$ cat src/rtl/irq_regblk_pkg.sv
package irq_regblk_pkg;

    localparam int DATA_W     = 64;
    localparam int SLOT_SHIFT = 6;
    localparam int RTC_BIT    = 7;
    localparam logic [1:0] SIZE_DWORD = 2'd3;

    // register index map (index = (addr & mask) >> 6)
    localparam int IDX_CTRL      = 0;
    localparam int IDX_TIMING    = 1;   // not built
    localparam int IDX_MISC      = 2;
    localparam int IDX_ARRAY_LO  = 4;   // 4..7 not built
    localparam int IDX_MASK_BASE = 8;
    localparam int IDX_REQ_BASE  = 12;
    localparam int IDX_RAW       = 16;
    localparam int IDX_PROBE     = 17;  // not built
    localparam int IDX_COUNT_LO  = 20;  // 20..23 not built
    localparam int IDX_MSG_LO    = 24;  // 24..27 not built
    localparam int SLOTS_PER_BANK = 4;

    typedef enum logic [2:0] {
        KIND_CTRL,
        KIND_MISC,
        KIND_MASK,
        KIND_REQ,
        KIND_RAW,
        KIND_BAD
    } reg_kind_e;

endpackage

$ cat src/rtl/irq_addr_decode.sv
module irq_addr_decode
    import irq_regblk_pkg::*;
#(
    parameter int               ADDR_W    = 36,
    parameter logic [ADDR_W-1:0] ADDR_MASK = 36'h0_0000_07C0,
    parameter int               NUM_CPU   = 4,
    localparam int              CPU_W     = (NUM_CPU > 1) ? $clog2(NUM_CPU) : 1
) (
    input  logic [ADDR_W-1:0] addr,
    input  logic [1:0]        size,
    output reg_kind_e         kind,
    output logic [CPU_W-1:0]  cpu_sel,
    output logic              size_ok
);

    logic [ADDR_W-1:0] slot;
    logic [ADDR_W-1:0] mask_off;
    logic [ADDR_W-1:0] req_off;

    always_comb begin
        slot     = (addr & ADDR_MASK) >> SLOT_SHIFT;
        mask_off = slot - ADDR_W'(IDX_MASK_BASE);
        req_off  = slot - ADDR_W'(IDX_REQ_BASE);
        size_ok  = (size == SIZE_DWORD);
        kind     = KIND_BAD;
        cpu_sel  = '0;

        if (slot == ADDR_W'(IDX_CTRL)) begin
            kind = KIND_CTRL;
        end else if (slot == ADDR_W'(IDX_MISC)) begin
            kind = KIND_MISC;
        end else if (slot >= ADDR_W'(IDX_MASK_BASE) &&
                     slot <  ADDR_W'(IDX_MASK_BASE + NUM_CPU)) begin
            kind    = KIND_MASK;
            cpu_sel = CPU_W'(mask_off);
        end else if (slot >= ADDR_W'(IDX_REQ_BASE) &&
                     slot <  ADDR_W'(IDX_REQ_BASE + NUM_CPU)) begin
            kind    = KIND_REQ;
            cpu_sel = CPU_W'(req_off);
        end else if (slot == ADDR_W'(IDX_RAW)) begin
            kind = KIND_RAW;
        end
        // timing, address array, probe, count, message and all other
        // slots stay KIND_BAD
    end

endmodule

$ cat src/rtl/irq_reg_file.sv
module irq_reg_file
    import irq_regblk_pkg::*;
#(
    parameter int  NUM_CPU = 4,
    localparam int CPU_W   = (NUM_CPU > 1) ? $clog2(NUM_CPU) : 1
) (
    input  logic              clk,
    input  logic              rst_n,
    input  logic              acc_valid,
    input  logic              acc_write,
    input  reg_kind_e         acc_kind,
    input  logic [CPU_W-1:0]  acc_cpu,
    input  logic              acc_size_ok,
    input  logic [DATA_W-1:0] acc_wdata,
    input  logic              rtc_pulse,
    output logic              acc_err,
    output logic [DATA_W-1:0] acc_rdata,
    output logic              rtc_flag
);

    typedef struct packed {
        logic [NUM_CPU-1:0][DATA_W-1:0] mask;
        logic [NUM_CPU-1:0][DATA_W-1:0] req;
        logic [DATA_W-1:0]              raw;
        logic                           rtc;
    } regs_t;

    regs_t regs_d, regs_q;

    logic              commit;
    logic [NUM_CPU-1:0] mask_we;
    logic              rtc_ack;
    logic [DATA_W-1:0] misc_view;

    assign misc_view = DATA_W'(regs_q.rtc) << RTC_BIT;

    // access legality
    always_comb begin
        acc_err = 1'b0;
        if (!acc_size_ok) begin
            acc_err = 1'b1;
        end else begin
            unique case (acc_kind)
                KIND_CTRL: acc_err = acc_write;
                KIND_MISC: acc_err = acc_write && !acc_wdata[RTC_BIT];
                KIND_MASK: acc_err = 1'b0;
                KIND_REQ:  acc_err = acc_write;
                KIND_RAW:  acc_err = acc_write;
                default:   acc_err = 1'b1;
            endcase
        end
        commit  = acc_valid && acc_write && !acc_err;
        rtc_ack = commit && (acc_kind == KIND_MISC);
    end

    // one write enable per processor mask
    for (genvar n = 0; n < NUM_CPU; n++) begin : g_mask_we
        assign mask_we[n] = commit && (acc_kind == KIND_MASK) &&
                            (acc_cpu == CPU_W'(n));
    end

    // read path
    always_comb begin
        acc_rdata = '0;
        if (acc_valid && !acc_write && !acc_err) begin
            unique case (acc_kind)
                KIND_CTRL: acc_rdata = '0;
                KIND_MISC: acc_rdata = misc_view;
                KIND_MASK: acc_rdata = regs_q.mask[acc_cpu];
                KIND_REQ:  acc_rdata = regs_q.req[acc_cpu];
                KIND_RAW:  acc_rdata = regs_q.raw;
                default:   acc_rdata = '0;
            endcase
        end
    end

    // next state
    always_comb begin
        regs_d = regs_q;
        for (int n = 0; n < NUM_CPU; n++) begin
            if (mask_we[n]) begin
                regs_d.mask[n] = acc_wdata;
            end
        end
        // a new RTC event outranks a same-cycle acknowledge
        if (rtc_pulse) begin
            regs_d.rtc = 1'b1;
        end else if (rtc_ack) begin
            regs_d.rtc = 1'b0;
        end
    end

    always_ff @(posedge clk or negedge rst_n) begin
        if (!rst_n) begin
            regs_q <= '0;
        end else begin
            regs_q <= regs_d;
        end
    end

    assign rtc_flag = regs_q.rtc;

endmodule

$ cat src/rtl/irq_regblk.sv
module irq_regblk
    import irq_regblk_pkg::*;
#(
    parameter int                ADDR_W    = 36,
    parameter logic [ADDR_W-1:0] ADDR_MASK = 36'h0_0000_07C0,
    parameter int                NUM_CPU   = 4
) (
    input  logic              clk,
    input  logic              rst_n,
    input  logic              req_valid,
    input  logic              req_write,
    input  logic [ADDR_W-1:0] req_addr,
    input  logic [1:0]        req_size,
    input  logic [63:0]       req_wdata,
    input  logic              rtc_pulse,
    output logic              rsp_ready,
    output logic              rsp_err,
    output logic [63:0]       rsp_rdata,
    output logic              rtc_irq
);

    localparam int CPU_W = (NUM_CPU > 1) ? $clog2(NUM_CPU) : 1;

    typedef struct packed {
        logic              ready;
        logic              err;
        logic [DATA_W-1:0] rdata;
    } rsp_t;

    rsp_t rsp_d, rsp_q;

    reg_kind_e         kind;
    logic [CPU_W-1:0]  cpu_sel;
    logic              size_ok;
    logic              acc_err;
    logic [DATA_W-1:0] acc_rdata;
    logic              rtc_flag;

    irq_addr_decode #(
        .ADDR_W    (ADDR_W),
        .ADDR_MASK (ADDR_MASK),
        .NUM_CPU   (NUM_CPU)
    ) u_decode (
        .addr    (req_addr),
        .size    (req_size),
        .kind    (kind),
        .cpu_sel (cpu_sel),
        .size_ok (size_ok)
    );

    irq_reg_file #(
        .NUM_CPU (NUM_CPU)
    ) u_regs (
        .clk         (clk),
        .rst_n       (rst_n),
        .acc_valid   (req_valid),
        .acc_write   (req_write),
        .acc_kind    (kind),
        .acc_cpu     (cpu_sel),
        .acc_size_ok (size_ok),
        .acc_wdata   (req_wdata),
        .rtc_pulse   (rtc_pulse),
        .acc_err     (acc_err),
        .acc_rdata   (acc_rdata),
        .rtc_flag    (rtc_flag)
    );

    always_comb begin
        rsp_d       = '0;
        rsp_d.ready = req_valid;
        if (req_valid) begin
            rsp_d.err   = acc_err;
            rsp_d.rdata = acc_rdata;
        end
    end

    always_ff @(posedge clk or negedge rst_n) begin
        if (!rst_n) begin
            rsp_q <= '0;
        end else begin
            rsp_q <= rsp_d;
        end
    end

    assign rsp_ready = rsp_q.ready;
    assign rsp_err   = rsp_q.err;
    assign rsp_rdata = rsp_q.rdata;
    assign rtc_irq   = rtc_flag;

endmodule

$ cat config.mk
export PLATFORM = sky130hd
export DESIGN_NAME = irq_regblk
export DESIGN_NICKNAME = d
export VERILOG_FILES = /design/src/rtl/irq_regblk_pkg.sv /design/src/rtl/irq_addr_decode.sv /design/src/rtl/irq_reg_file.sv /design/src/rtl/irq_regblk.sv
export SDC_FILE = /design/constraint.sdc
export NUM_CORES = 1
export LEC_CHECK = 0
export ABC_AREA = 0
export ABC_CLOCK_PERIOD_IN_PS = 2890
export CAP_MARGIN = 10
export CORE_MARGIN = 4
export CORE_UTILIZATION = 50
export CTS_BUF_LIST = sky130_fd_sc_hd__clkbuf_16
export DETAILED_ROUTE_END_ITERATION = 6
export GPL_ROUTABILITY_DRIVEN = 0
export PLACE_DENSITY = 0.78
export SLEW_MARGIN = 15
export SYNTH_ARGS = -nofsm -noshare
export SYNTH_HDL_FRONTEND = slang
export SYNTH_SLANG_ARGS = --single-unit
$ cat constraint.sdc
create_clock -name clk -period 2.89 [get_ports clk]
set_input_delay 0.867 -clock clk [delete_from_list [all_inputs] [get_ports clk]]
set_output_delay 0.867 -clock clk [all_outputs]
set_load 0.005 [all_outputs]
# == Yosys cells after proc, flatten, opt, wreduce, memory -nomap -nowiden ==
# Cells that the tools add are included.
# classes
eq_ne,10
magnitude_cmp,5
n_reduce_logical,21
add_sub_neg,2
muxes,20
# op_table
op,n
64-bit binary-select mux with 2-bit select,2
64-bit 2-to-1 mux,3
64-bit one-hot mux with 3 select lines,1
65-bit 2-to-1 mux,1
36-bit zero test,1
1-bit logical AND,13
3-bit 2-to-1 mux,4
5-bit by 4-bit greater-or-equal comparator with 1-bit output (second input constant),2
2-bit 2-to-1 mux,4
2-bit == test (second input constant),3
3-bit by 2-bit == test with 1-bit output (second input constant),2
5-bit by 2-bit == test with 1-bit output (second input constant),1
5-bit == test (second input constant),1
5-bit by 4-bit < comparator with 1-bit output (second input constant),1
5-bit < comparator (second input constant),1
1-bit 2-to-1 mux,4
2-bit by 1-bit subtractor with 2-bit output (second input constant),2
3-bit by 1-bit == test with 1-bit output (second input constant),1
3-bit == test (second input constant),1
1-bit zero test,3
3-bit zero test,1
2-bit by 3-bit < comparator with 1-bit output (second input constant),1
1-bit one-hot mux with 3 select lines,1
3-bit OR reduction,1
3 further kinds,3
# word_totals
input_bits,107
output_inout_bits,67
regBits,323

# == Depth between registers and ports, before layout ==
# depth
ltp_word,15
depth_mapped,6
depth_no_buf,3

# == Modules after synthesis ==
# From an unflattened synthesis, not the netlist that was laid out.
# hier_totals
hier_cells,854
area_unflattened_um2,14020.9
# by_module_without_submodules
mod,seq_area_each_um2,instances,cells_each,area_per_inst_um2
irq_reg_file,6431.2,1,708,11833.8
irq_regblk,1651.6,1,138,2130.8
irq_addr_decode,0.0,1,8,56.3

# == Least setup slack after synthesis ==
# No wires, ideal clock.
# synth_timing
kind,input to register
start,input port req_addr[7]
end,register u_regs.regs_q[526]
slack_ns,0.516
n_path_buf,2
setup_ns,0.125
path_stages,5
t_arrival_ns,2.249
cell_sequence,clkbuf_1 -> nand3b_1 -> nor3_4 -> buf_4 -> mux2_2
# synth_via
elab_chain_cells,14
# synth_lines
element,line,rtl
"start, declared",irq_regblk.sv:12,"input logic [ADDR_W-1:0] req_addr,"
5-bit by 4-bit greater-or-equal comparator with 1-bit output (tied with other cells),irq_addr_decode.sv:36,end else if (slot >= ADDR_W'(IDX_REQ_BASE) &&
1-bit logical AND / 1-bit 2-to-1 mux (equally long branches),"irq_addr_decode.sv:36, irq_addr_decode.sv:40",
3-bit 2-to-1 mux,irq_addr_decode.sv:36,
3-bit 2-to-1 mux,irq_addr_decode.sv:32,end else if (slot >= ADDR_W'(IDX_MASK_BASE) &&
3-bit 2-to-1 mux,irq_addr_decode.sv:30,end else if (slot == ADDR_W'(IDX_MISC)) begin
3-bit 2-to-1 mux,irq_addr_decode.sv:28,if (slot == ADDR_W'(IDX_CTRL)) begin
3-bit by 2-bit == test with 1-bit output (tied with other cells),irq_reg_file.sv:43,unique case (acc_kind)
3-bit OR reduction (no source line),-,
1-bit one-hot mux with 3 select lines,irq_reg_file.sv:43,
1-bit 2-to-1 mux,irq_reg_file.sv:40,if (!acc_size_ok) begin
1-bit zero test,irq_reg_file.sv:52,commit = acc_valid && acc_write && !acc_err;
1-bit logical AND,irq_reg_file.sv:52,
1-bit logical AND,irq_reg_file.sv:58,assign mask_we[n] = commit && (acc_kind == KIND_MASK) &&
1-bit logical AND *,irq_reg_file.sv:58,
"end signal, assigned",irq_reg_file.sv:97,regs_q <= regs_d;
"end, declared",irq_reg_file.sv:28,"regs_t regs_d, regs_q;"
# Every way passes the cells marked *; elsewhere a longest branch is shown, timed or not.
# A chain may end at the register's enable or synchronous reset.

==> results.json <==
{
  "status": "finished clean",
  "crit_cells": 6,
  "antenna_cells": 0,
  "power_density_mw_per_mm2": 579,
  "cp_slowest_cell": "or4_2",
  "drive_gt1_frac": 0.323,
  "nNetsFinal": 1214,
  "ios": 174,
  "cts_sinks": 323,
  "drt-total-wl_um": 31100,
  "use_met2": 0.332,
  "grt_max_degree": 83,
  "grt_first_pass_wirelength_um": 51200,
  "hold_class": "primary input to asynchronous set/reset pin",
  "yosysWarningCount": 0,
  "setup-tns-final_ns": 0,
  "timing.rr.end": "rsp_rdata[7]",
  "fmax_ghz": 0.414,
  "worstSetupPathType": "primary input to register",
  "rrSetupSlack_ns": 1.85,
  "synth_flop_cell": "dfrtp_1",
  "postSynth.asyncResetShare": 1.00,
  "dr.pass1.iters": 4,
  "whs_ns": 0.307,
  "ir_worst_vdd_v": 0.000421,
  "critPathCaptureType": "register",
  "die-area_mm2": 0.0298,
  "synth_area_leaders": "dfrtp_1, mux2_4, mux2_2",
  "path_cells": "clkdlybuf4s50_1 > nand2b_2 > or4_2 > buf_12 > buf_4 > a31oi_1",
  "rsz0062_at_grt": "false",
  "tightest_slew_ns": 0.505,
  "antenna_found_initial": 0,
  "drv_slew": 0,
  "fin_area_mm2": 0.0169,
  "grtUsageMet1": 0.302,
  "overflow": 0,
  "cts_hold_buf": 0,
  "via_per_inst": 5.79,
  "gr-max-usage-layer": "met2",
  "die_width_um": 173,
  "clk_pin_slew_ns": 0.06,
  "post-cts-setup-buffers": 0,
  "endpoint": "rsp_rdata[28]",
  "synth.avg_cell_area_um2": 14.5,
  "post_cts_resized": 0,
  "maxCapViolations": 0,
  "clock-root-buffer": "clkbuf_16",
  "ant_nets": 0,
  "drc": 0,
  "power_mw": 9.77,
  "yosysTopAreaCellShare": 0.596,
  "drt-initial-drc-count": 710,
  "synth-edff-count": 0,
  "grt_usage": 0.208,
  "worstSetupStartpoint": "req_addr[10]",
  "r2r_start": "u_regs.regs_q[328]",
  "vias": 8475,
  "grtUsageMet3": 0.0373,
  "cts_tree": "done",
  "critPathRequiredTime_ns": 3.28,
  "syn-num-nets": 1044,
  "path_max_fanout": 46,
  "setup_violations": 0,
  "syn_to_final_growth_pct": 24.5,
  "skew_ns": 0.00946,
  "clk_latency_ns": 0.49,
  "row_count": 59,
  "core_mm2": 0.0264,
  "fin_crit_ns": 2.42,
  "rr_worst_depth": 3,
  "syn-instance-count": 937,
  "synth.top_cells.by_count": "dfrtp_1, mux2_2, mux2_4",
  "path_delay_family": "simple AND/OR/NAND/NOR gates",
  "cts_buffers": 35,
  "slew-limit-headroom": 0.663,
  "ys_types": 35,
  "path_buf_inv": 3,
  "hold_violations": 0,
  "cp.arrival_ns": 2.81,
  "synth_area_mm2": 0.0136,
  "yosysSeqAreaShare": 0.596,
  "dieHeight_um": 173,
  "wl_per_cell_um": 21.3,
  "place_hpwl_um": 18800,
  "place_area_mm2": 0.0158,
  "synth.most_common_cell": "dfrtp_1",
  "max_stage_delay_ns": 0.66,
  "synth_area_leader_cell": "dfrtp_1",
  "p_leak_nw": 8.00,
  "ys_ff_latch": 323,
  "first_global_vias": 9231,
  "cp-start-kind": "primary input",
  "numPortBuffers": 142,
  "clock_path_buffers": 3,
  "finalCritPeriodShare": 0.837,
  "start_util": 0.514,
  "h-tree-depth": 2
}
==> worst register-to-register path: cells and delay by family (launching register included) <==
kind	cells	cell delay, ns
simple gates	1	0.29
flops	1	0.38
compound gates	2	0.24
==> layer usage <==
metal | up-vias | share of wire | wire length [µm]
met1 | 4403 | 0.46 | 14200
li1 | 3760 | - | -
met2 | 266 | 0.47 | 14700
met4 | 0 | 0.018 | 560
met3 | 46 | 0.053 | 1630
met5 | - | 0 | 0
==> power by group <==
group	internal (mW)	switching, mW	leakage (nW)
registers	4.70	0.0948	4.46
logic	0.335	0.301	2.98
clock network	2.64	1.70	0.570
total	7.68	2.09	8.00
==> cell type report <==
cell class                      count  area (µm²)
Fill cell                        1856        9480
Sequential cell                   323        8080
Multi-Input combinational cell    543        5090
Timing Repair Buffer              203        2160
Clock buffer                       37         926
Tap cell                          335         419
Clock inverter                     21         186
Inverter                            1        3.75
==> flip-flops by register name (all words and copies together), names as in the netlist <==
| register | flops |
|---|---|
| u_regs.rtc_flag | 1 |
| rsp_ready | 1 |
| rsp_err | 1 |
| u_regs.regs_q | 256 |
| rsp_rdata | 64 |
==> how the worst min path moves through the flow <==
stage | from | slack [ns] | to
4_1_cts | rst_n | 0.31 | u_regs.regs_q[424]
6_report | rst_n | 0.31 | u_regs.regs_q[424]
2_1_floorplan | u_regs.regs_q[456] | 0.45 | u_regs.regs_q[456]
5_1_grt | rst_n | 0.33 | u_regs.regs_q[424]
3_5_place_dp | u_regs.regs_q[456] | 0.47 | u_regs.regs_q[456]
3_3_place_gp | u_regs.regs_q[456] | 0.47 | u_regs.regs_q[456]
==> per-stage QoR <==
step            util  worst slack (ns)  instances
2_1_floorplan      -             0.516        937
3_3_place_gp   0.598           -0.0251       1405
3_5_place_dp   0.598           -0.0344       1405
4_1_cts        0.640             0.483       1463
5_1_grt        0.640             0.421       1463
6_report       0.640             0.472       1463
==> cell usage in the layout, fill, tap and decap left out, types with 4 or more instances in the layout <==
cell type and instances:
dfrtp_1 323, clkdlybuf4s50_1 141, mux2_2 125, mux2_4 120, nand2_1 64, o21ai_0 64, a22oi_1 63, a31oi_1 63
buf_4 39, clkbuf_16 37, buf_12 22, mux2_1 11, inv_1 8, clkinv_1 8, bufinv_16 4
==> cell families (layout without fill, tap and decap cells) <==
kind of cell,count (synthesis),count (layout),share of synthesized area
buffers and inverters,71,262,0.0315
DFF,323,323,0.596
muxes,256,256,0.246
and+or+nand+nor,90,90,0.0343
AOI/OAI and AO/OA,197,197,0.0919
Power figures use the tool's default switching activity.
